--- src/rtl/pgtbl_pkg.sv ---
package pgtbl_pkg;

  // Strobes passed from the sequencer to the datapath.
  typedef struct packed {
    logic captureAddr;  // latch address and destination for a new lookup
    logic selLast;      // use the fixed last page instead of the page register
    logic issueRead;    // fetch cycle: drive the program-memory read
    logic commitWrite;  // write cycle: data-memory write and latch load
  } tblStrobe_t;

  typedef enum logic [1:0] {
    ST_IDLE  = 2'd0,
    ST_FETCH = 2'd1,
    ST_WRITE = 2'd2
  } tblState_t;

  localparam logic [1:0] RD_OFFSET = 2'd0;
  localparam logic [1:0] RD_PAGE   = 2'd1;
  localparam logic [1:0] RD_HIGH   = 2'd2;

  localparam logic WR_OFFSET = 1'b0;
  localparam logic WR_PAGE   = 1'b1;

endpackage

--- src/rtl/pgtbl_ctrl.sv ---
module pgtbl_ctrl
  import pgtbl_pkg::*;
(
  input  logic       clk,
  input  logic       rstN,
  input  logic       cmdValid,
  input  logic       cmdLast,
  output tblStrobe_t stb,
  output logic       busy,
  output logic       stall
);

  tblState_t state, stateNext;

  always_comb begin
    stateNext = state;
    unique case (state)
      ST_IDLE:  if (cmdValid) stateNext = ST_FETCH;
      ST_FETCH: stateNext = ST_WRITE;
      ST_WRITE: stateNext = ST_IDLE;
      default:  stateNext = ST_IDLE;
    endcase
  end

  always_ff @(posedge clk) begin
    if (!rstN) state <= ST_IDLE;
    else       state <= stateNext;
  end

  always_comb begin
    stb.captureAddr = (state == ST_IDLE) && cmdValid;
    stb.selLast     = cmdLast;
    stb.issueRead   = (state == ST_FETCH);
    stb.commitWrite = (state == ST_WRITE);
  end

  assign busy  = (state != ST_IDLE);
  assign stall = (state == ST_FETCH);

  // acceptance leads to a stalled fetch cycle
  a_r8_accept_then_fetch: assert property (@(posedge clk) disable iff (!rstN)
    stb.captureAddr |=> (stall && busy && stb.issueRead));

  // fetch is followed by a non-stalled write cycle
  a_r8_fetch_then_write: assert property (@(posedge clk) disable iff (!rstN)
    stall |=> (busy && !stall && stb.commitWrite));

  // a command seen in the write cycle is not taken
  a_r9_drop_when_busy: assert property (@(posedge clk) disable iff (!rstN)
    (busy && !stall && cmdValid) |=> !busy);

  // fetch and write strobes never overlap
  a_r8_strobes_exclusive: assert property (@(posedge clk) disable iff (!rstN)
    $onehot0({stb.issueRead, stb.commitWrite}));

endmodule

--- src/rtl/pgtbl_dp.sv ---
module pgtbl_dp
  import pgtbl_pkg::*;
#(
  parameter int          PTR_W     = 8,
  parameter int          DM_AW     = 8,
  parameter logic [7:0]  LAST_PAGE = 8'h9F,
  localparam int         ADDR_W    = 2 * PTR_W,
  localparam int         WORD_W    = 2 * PTR_W
) (
  input  logic              clk,
  input  logic              rstN,
  input  tblStrobe_t        stb,
  input  logic              regWrEn,
  input  logic              regWrSel,
  input  logic [PTR_W-1:0]  regWrData,
  input  logic [1:0]        regRdSel,
  output logic [PTR_W-1:0]  regRdData,
  input  logic [DM_AW-1:0]  cmdDest,
  output logic              pmRdEn,
  output logic [ADDR_W-1:0] pmAddr,
  input  logic [WORD_W-1:0] pmData,
  output logic              dmWrEn,
  output logic [DM_AW-1:0]  dmWrAddr,
  output logic [PTR_W-1:0]  dmWrData
);

  logic [PTR_W-1:0]  offsetReg;
  logic [PTR_W-1:0]  pageReg;
  logic [PTR_W-1:0]  highLatch;
  logic [ADDR_W-1:0] addrQ;
  logic [DM_AW-1:0]  destQ;
  logic [PTR_W-1:0]  pageSel;

  // Software-visible pointer registers
  always_ff @(posedge clk) begin
    if (!rstN) begin
      offsetReg <= '0;
      pageReg   <= '0;
    end else if (regWrEn) begin
      if (regWrSel == WR_OFFSET) offsetReg <= regWrData;
      else                       pageReg   <= regWrData;
    end
  end

  // Page source: fixed last page or page register
  assign pageSel = stb.selLast ? PTR_W'(LAST_PAGE) : pageReg;

  // Address and destination are frozen at acceptance
  always_ff @(posedge clk) begin
    if (!rstN) begin
      addrQ <= '0;
      destQ <= '0;
    end else if (stb.captureAddr) begin
      addrQ <= {pageSel, offsetReg};
      destQ <= cmdDest;
    end
  end

  // High-byte latch: loaded only by a lookup
  always_ff @(posedge clk) begin
    if (!rstN)                highLatch <= '0;
    else if (stb.commitWrite) highLatch <= pmData[WORD_W-1:PTR_W];
  end

  assign pmRdEn   = stb.issueRead;
  assign pmAddr   = addrQ;
  assign dmWrEn   = stb.commitWrite;
  assign dmWrAddr = destQ;
  assign dmWrData = pmData[PTR_W-1:0];

  always_comb begin
    unique case (regRdSel)
      RD_OFFSET: regRdData = offsetReg;
      RD_PAGE:   regRdData = pageReg;
      RD_HIGH:   regRdData = highLatch;
      default:   regRdData = '0;
    endcase
  end

  // low address byte comes from the offset register at acceptance
  a_r1_offset_addr: assert property (@(posedge clk) disable iff (!rstN)
    stb.captureAddr |=> (pmAddr[PTR_W-1:0] == $past(offsetReg)));

  // current-page lookups use the page register
  a_r2_page_addr: assert property (@(posedge clk) disable iff (!rstN)
    (stb.captureAddr && !stb.selLast) |=> (pmAddr[ADDR_W-1:PTR_W] == $past(pageReg)));

  // last-page lookups use the fixed page
  a_r3_last_page: assert property (@(posedge clk) disable iff (!rstN)
    (stb.captureAddr && stb.selLast) |=> (pmAddr[ADDR_W-1:PTR_W] == PTR_W'(LAST_PAGE)));

  // the data-memory write follows the read by one cycle
  a_r4_write_after_read: assert property (@(posedge clk) disable iff (!rstN)
    pmRdEn |=> (dmWrEn && $stable(dmWrAddr)));

  // the latch holds outside write cycles
  a_r7_latch_hold: assert property (@(posedge clk) disable iff (!rstN)
    !stb.commitWrite |=> $stable(highLatch));

  // the address is stable through the fetch and write cycles
  a_r11_addr_frozen: assert property (@(posedge clk) disable iff (!rstN)
    pmRdEn |=> $stable(pmAddr));

endmodule

--- src/rtl/pgtbl_reader.sv ---
module pgtbl_reader
  import pgtbl_pkg::*;
#(
  parameter int         PTR_W     = 8,
  parameter int         DM_AW     = 8,
  parameter logic [7:0] LAST_PAGE = 8'h9F,
  localparam int        ADDR_W    = 2 * PTR_W,
  localparam int        WORD_W    = 2 * PTR_W
) (
  input  logic              clk,
  input  logic              rstN,
  input  logic              regWrEn,
  input  logic              regWrSel,
  input  logic [PTR_W-1:0]  regWrData,
  input  logic [1:0]        regRdSel,
  output logic [PTR_W-1:0]  regRdData,
  input  logic              cmdValid,
  input  logic              cmdLast,
  input  logic [DM_AW-1:0]  cmdDest,
  output logic              pmRdEn,
  output logic [ADDR_W-1:0] pmAddr,
  input  logic [WORD_W-1:0] pmData,
  output logic              dmWrEn,
  output logic [DM_AW-1:0]  dmWrAddr,
  output logic [PTR_W-1:0]  dmWrData,
  output logic              stall,
  output logic              busy
);

  tblStrobe_t stb;

  pgtbl_ctrl u_ctrl (
    .clk      (clk),
    .rstN     (rstN),
    .cmdValid (cmdValid),
    .cmdLast  (cmdLast),
    .stb      (stb),
    .busy     (busy),
    .stall    (stall)
  );

  pgtbl_dp #(
    .PTR_W     (PTR_W),
    .DM_AW     (DM_AW),
    .LAST_PAGE (LAST_PAGE)
  ) u_dp (
    .clk       (clk),
    .rstN      (rstN),
    .stb       (stb),
    .regWrEn   (regWrEn),
    .regWrSel  (regWrSel),
    .regWrData (regWrData),
    .regRdSel  (regRdSel),
    .regRdData (regRdData),
    .cmdDest   (cmdDest),
    .pmRdEn    (pmRdEn),
    .pmAddr    (pmAddr),
    .pmData    (pmData),
    .dmWrEn    (dmWrEn),
    .dmWrAddr  (dmWrAddr),
    .dmWrData  (dmWrData)
  );

endmodule

--- config.mk ---
export PLATFORM = sky130hd
export DESIGN_NAME = pgtbl_reader
export DESIGN_NICKNAME = d
export VERILOG_FILES = /design/src/rtl/pgtbl_pkg.sv /design/src/rtl/pgtbl_ctrl.sv /design/src/rtl/pgtbl_dp.sv /design/src/rtl/pgtbl_reader.sv
export SDC_FILE = /design/constraint.sdc
export NUM_CORES = 1
export LEC_CHECK = 0
export BUFFER_PORTS_ARGS = -buffer_cell sky130_fd_sc_hd__buf_4
export CAP_MARGIN = 40
export CORE_MARGIN = 2
export CORE_UTILIZATION = 48
export CTS_CLUSTER_SIZE = 14
export DETAILED_ROUTE_END_ITERATION = 6
export GPL_TIMING_DRIVEN = 0
export HOLD_SLACK_MARGIN = 0.02
export PLACE_DENSITY = 0.8
export SLEW_MARGIN = 20
export SYNTH_ARGS = -nofsm -noshare
export SYNTH_HDL_FRONTEND = slang
export SYNTH_SLANG_ARGS = --single-unit
export TNS_END_PERCENT = 50
--- constraint.sdc ---
create_clock -name clk -period 1.3 [get_ports clk]
set_clock_uncertainty 0.05 [all_clocks]
set_input_delay 0.195 -clock clk [delete_from_list [all_inputs] [get_ports clk]]
set_output_delay 0.195 -clock clk [all_outputs]
set_load 0.01 [all_outputs]
==> reports/results.ini <==
[outcome]
status=finished with violations
violations=setup timing

[floorplan]
core_area_um2=4324
num_io_pins=84
die_w_um=70.65
die_height_um=70.65
die_area_um2=4991
start_util_pct=49.31
rows=24

[grt]
grt_first_pass_wirelength_um=8493
antenna_found_initial=0
grt_pass1_vias=1853
grtUsageTotal_pct=21.20
grt_max_degree=15
grt_remaining_overflow=0

[timing]
worstMarginPinSlew_ps=352.6
setup_viol=3
layout_setup_ws_ps=-19.81
max_clock_freq_mhz=757.7
finalSetupTns_ps=-44.53
post-route-period-util_pct=101.5
holdWs_ps=59.41
fin_crit_ps=1320
hold_viol=0
rsz0062_at_grt=true
relSlewSlack_pct=76.49
report.final.slew_viol_count=0

[place]
place_congestion=0.8386
placed_area_um2=2745
io_buffer_count=73
hpwlAfterDp_um=3848
dp_slack_ps=56.65

[detailed_routing]
vias_per_cell=5.155
drt-pass1-iter-count=4
wl_per_cell_um=13.65
drc=0
ant_nets=0
first_iter_violations=115
drt-total-wl_um=5458
num_vias=2062

[clocking]
cts_tree=built
clkSinkCount=50
clock_latency_ps=310
cts_buffers=5
cts_buffer_depth=2
cts-htree-levels=2
path_clk_slew_ps=90
hold_buffers=0
cts_root_buf=clkbuf_8

[final_layout]
final_cell_mix=buf_4, nand2_1, dfxtp_1, a21boi_0
antennaDiodeCount=0
area_growth_syn_to_layout_pct=41.84
drive_gt1_share_pct=41.38
design_area_um2=3024
final_common_cell=buf_4
nets=387

[worst_setup_path]
critical_path_arrival_ps=1070
cp_data_required_time_ps=1050
criticalPathCategory=reg2out
critPathLaunchType=flip-flop
cp_cell_sequence=or2_2, buf_6
slowest_delay_ps=370
reg2reg_depth=6
critPathCaptureType=output port
slowest_stage=dfxtp_4
critPathMaxFanout=4

[synthesis]
syn_inst=258
yosys.cell_types.count=20
syn-num-nets=298
yosysWarnings=0
syn_area_um2=2132
synth-seq-cells=50
syn_area_per_cell_um2=8.264
seq_area_frac_synth_pct=46.95

[power]
totalPowerFinal_mw=3.151
p_clk_share_pct=30.0
swShare_pct=26.05
p_int_mw=2.330
powerDensity_nw_per_um2=1042
power_frac_comb_pct=17.6
p_leak_nw=1.288
p_seq_share_pct=52.4
p_sw_mw=0.8210
peakVddDrop_v=0.0007617

[hold_path]
hold_class=in2reg
whs_path_depth=3

[flow_run]
max-cap-violations=0

==> registers in the layout (all words and copies together), names as in the netlist <==
register	count
u_dp.pageReg	8
u_dp.dmWrAddr	8
u_ctrl.state	2
u_dp.offsetReg	8
u_dp.highLatch	8
u_dp.pmAddr	16
==> final cells by class <==
| cell class | instances | area [µm²] |
|---|---|---|
| fill | 360 | 1300 |
| inverter | 1 | 11.26 |
| multi-input combinational | 178 | 985.9 |
| clock buffer | 7 | 86.33 |
| clock inverter | 1 | 5.005 |
| timing repair buffer | 82 | 639.4 |
| tap | 52 | 65.06 |
| buffer | 29 | 206.4 |
| sequential | 50 | 1025 |
==> synthesized netlist by cell type <==
cell type | count | area share (%)
a21boi_0 | 20 | 7.0
a21boi_1 | 4 | 1.4
and2_1 | 2 | 0.59
buf_2 | 11 | 2.6
buf_4 | 11 | 3.9
buf_6 | 2 | 1.1
clkbuf_1 | 3 | 0.53
clkbuf_2 | 2 | 0.47
dfxtp_1 | 50 | 47
inv_2 | 1 | 0.18
mux2i_1 | 8 | 3.8
nand2_1 | 73 | 13
nand2b_1 | 2 | 0.59
nand3_1 | 24 | 5.6
nand4b_1 | 2 | 0.82
nor2b_1 | 3 | 0.88
nor3b_4 | 1 | 0.88
o211ai_1 | 6 | 2.1
o21ai_0 | 32 | 7.5
or2_2 | 1 | 0.29
==> routing by layer <==
layer  routed length (µm)  vias to the layer above  track usage, %  share of wire (%)
li1                     -                     1038               -                  -
met1                 2257                      947           27.25                 41
met2                 2743                       69           36.48                 50
met3                  402                        8           3.989                7.4
met4                   55                        0           6.289                1.0
met5                    0                        -               0                  0
==> path summary, 6_finish.rpt <==
check                                     start                             to  slack, ps
hold reg to reg   u_dp.dmWrAddr[2]$_SDFFE_PN0P_  u_dp.dmWrAddr[2]$_SDFFE_PN0P_        400
hold / removal                       cmdDest[1]  u_dp.dmWrAddr[1]$_SDFFE_PN0P_         60
setup reg to reg   u_ctrl.state[0]$_SDFFE_PN0P_    u_dp.pmAddr[1]$_SDFFE_PN0P_         10
setup / recovery   u_ctrl.state[1]$_SDFFE_PN0P_                           busy        -20
==> repair_timing <==
item | in CTS | in global routing
pin swaps | 1 | 8
endpoints found under the setup margin | 12 | 33
resized for setup | 36 | 29
endpoints found under the hold margin | 0 | 0
cloned | 0 | 3
buffers inserted | 5 | 1
==> through the flow <==
step	cells	utilization, %
floorplan	258	-
global placement	383	63.48
detailed placement	383	63.48
CTS	396	67.33
global route	400	69.94
finish	400	69.94
==> worst max-delay path: cells and delay by family (launching register included) <==
| family | cells | cell delay, ps |
|---|---|---|
| flip-flops | 1 | 370 |
| AND/OR/NAND/NOR | 1 | 280 |
| buffers and inverters | 1 | 120 |
==> cell families (layout without fill, tap and decap cells) <==
| family | Yosys count | count (layout) | synth area share [%] |
|---|---|---|---|
| multiplexers | 8 | 8 | 3.756 |
| AO/OA/AOI/OAI | 62 | 62 | 18.07 |
| buffers and inverters | 30 | 120 | 8.685 |
| flip-flops | 50 | 50 | 46.95 |
| AND/OR/NAND/NOR | 108 | 108 | 22.54 |
==> power groups by stage <==
stage / registers, mW / logic [mW] / clock network [mW]
2_1_floorplan: 1.69 / 0.236 / 0
3_3_place_gp: 1.68 / 0.474 / 0
3_5_place_dp: 1.68 / 0.481 / 0
4_1_cts: 1.65 / 0.504 / 0.945
5_1_grt: 1.66 / 0.602 / 1.00
6_report: 1.65 / 0.554 / 0.945
Note: power is estimated with default switching activity, not from simulation.
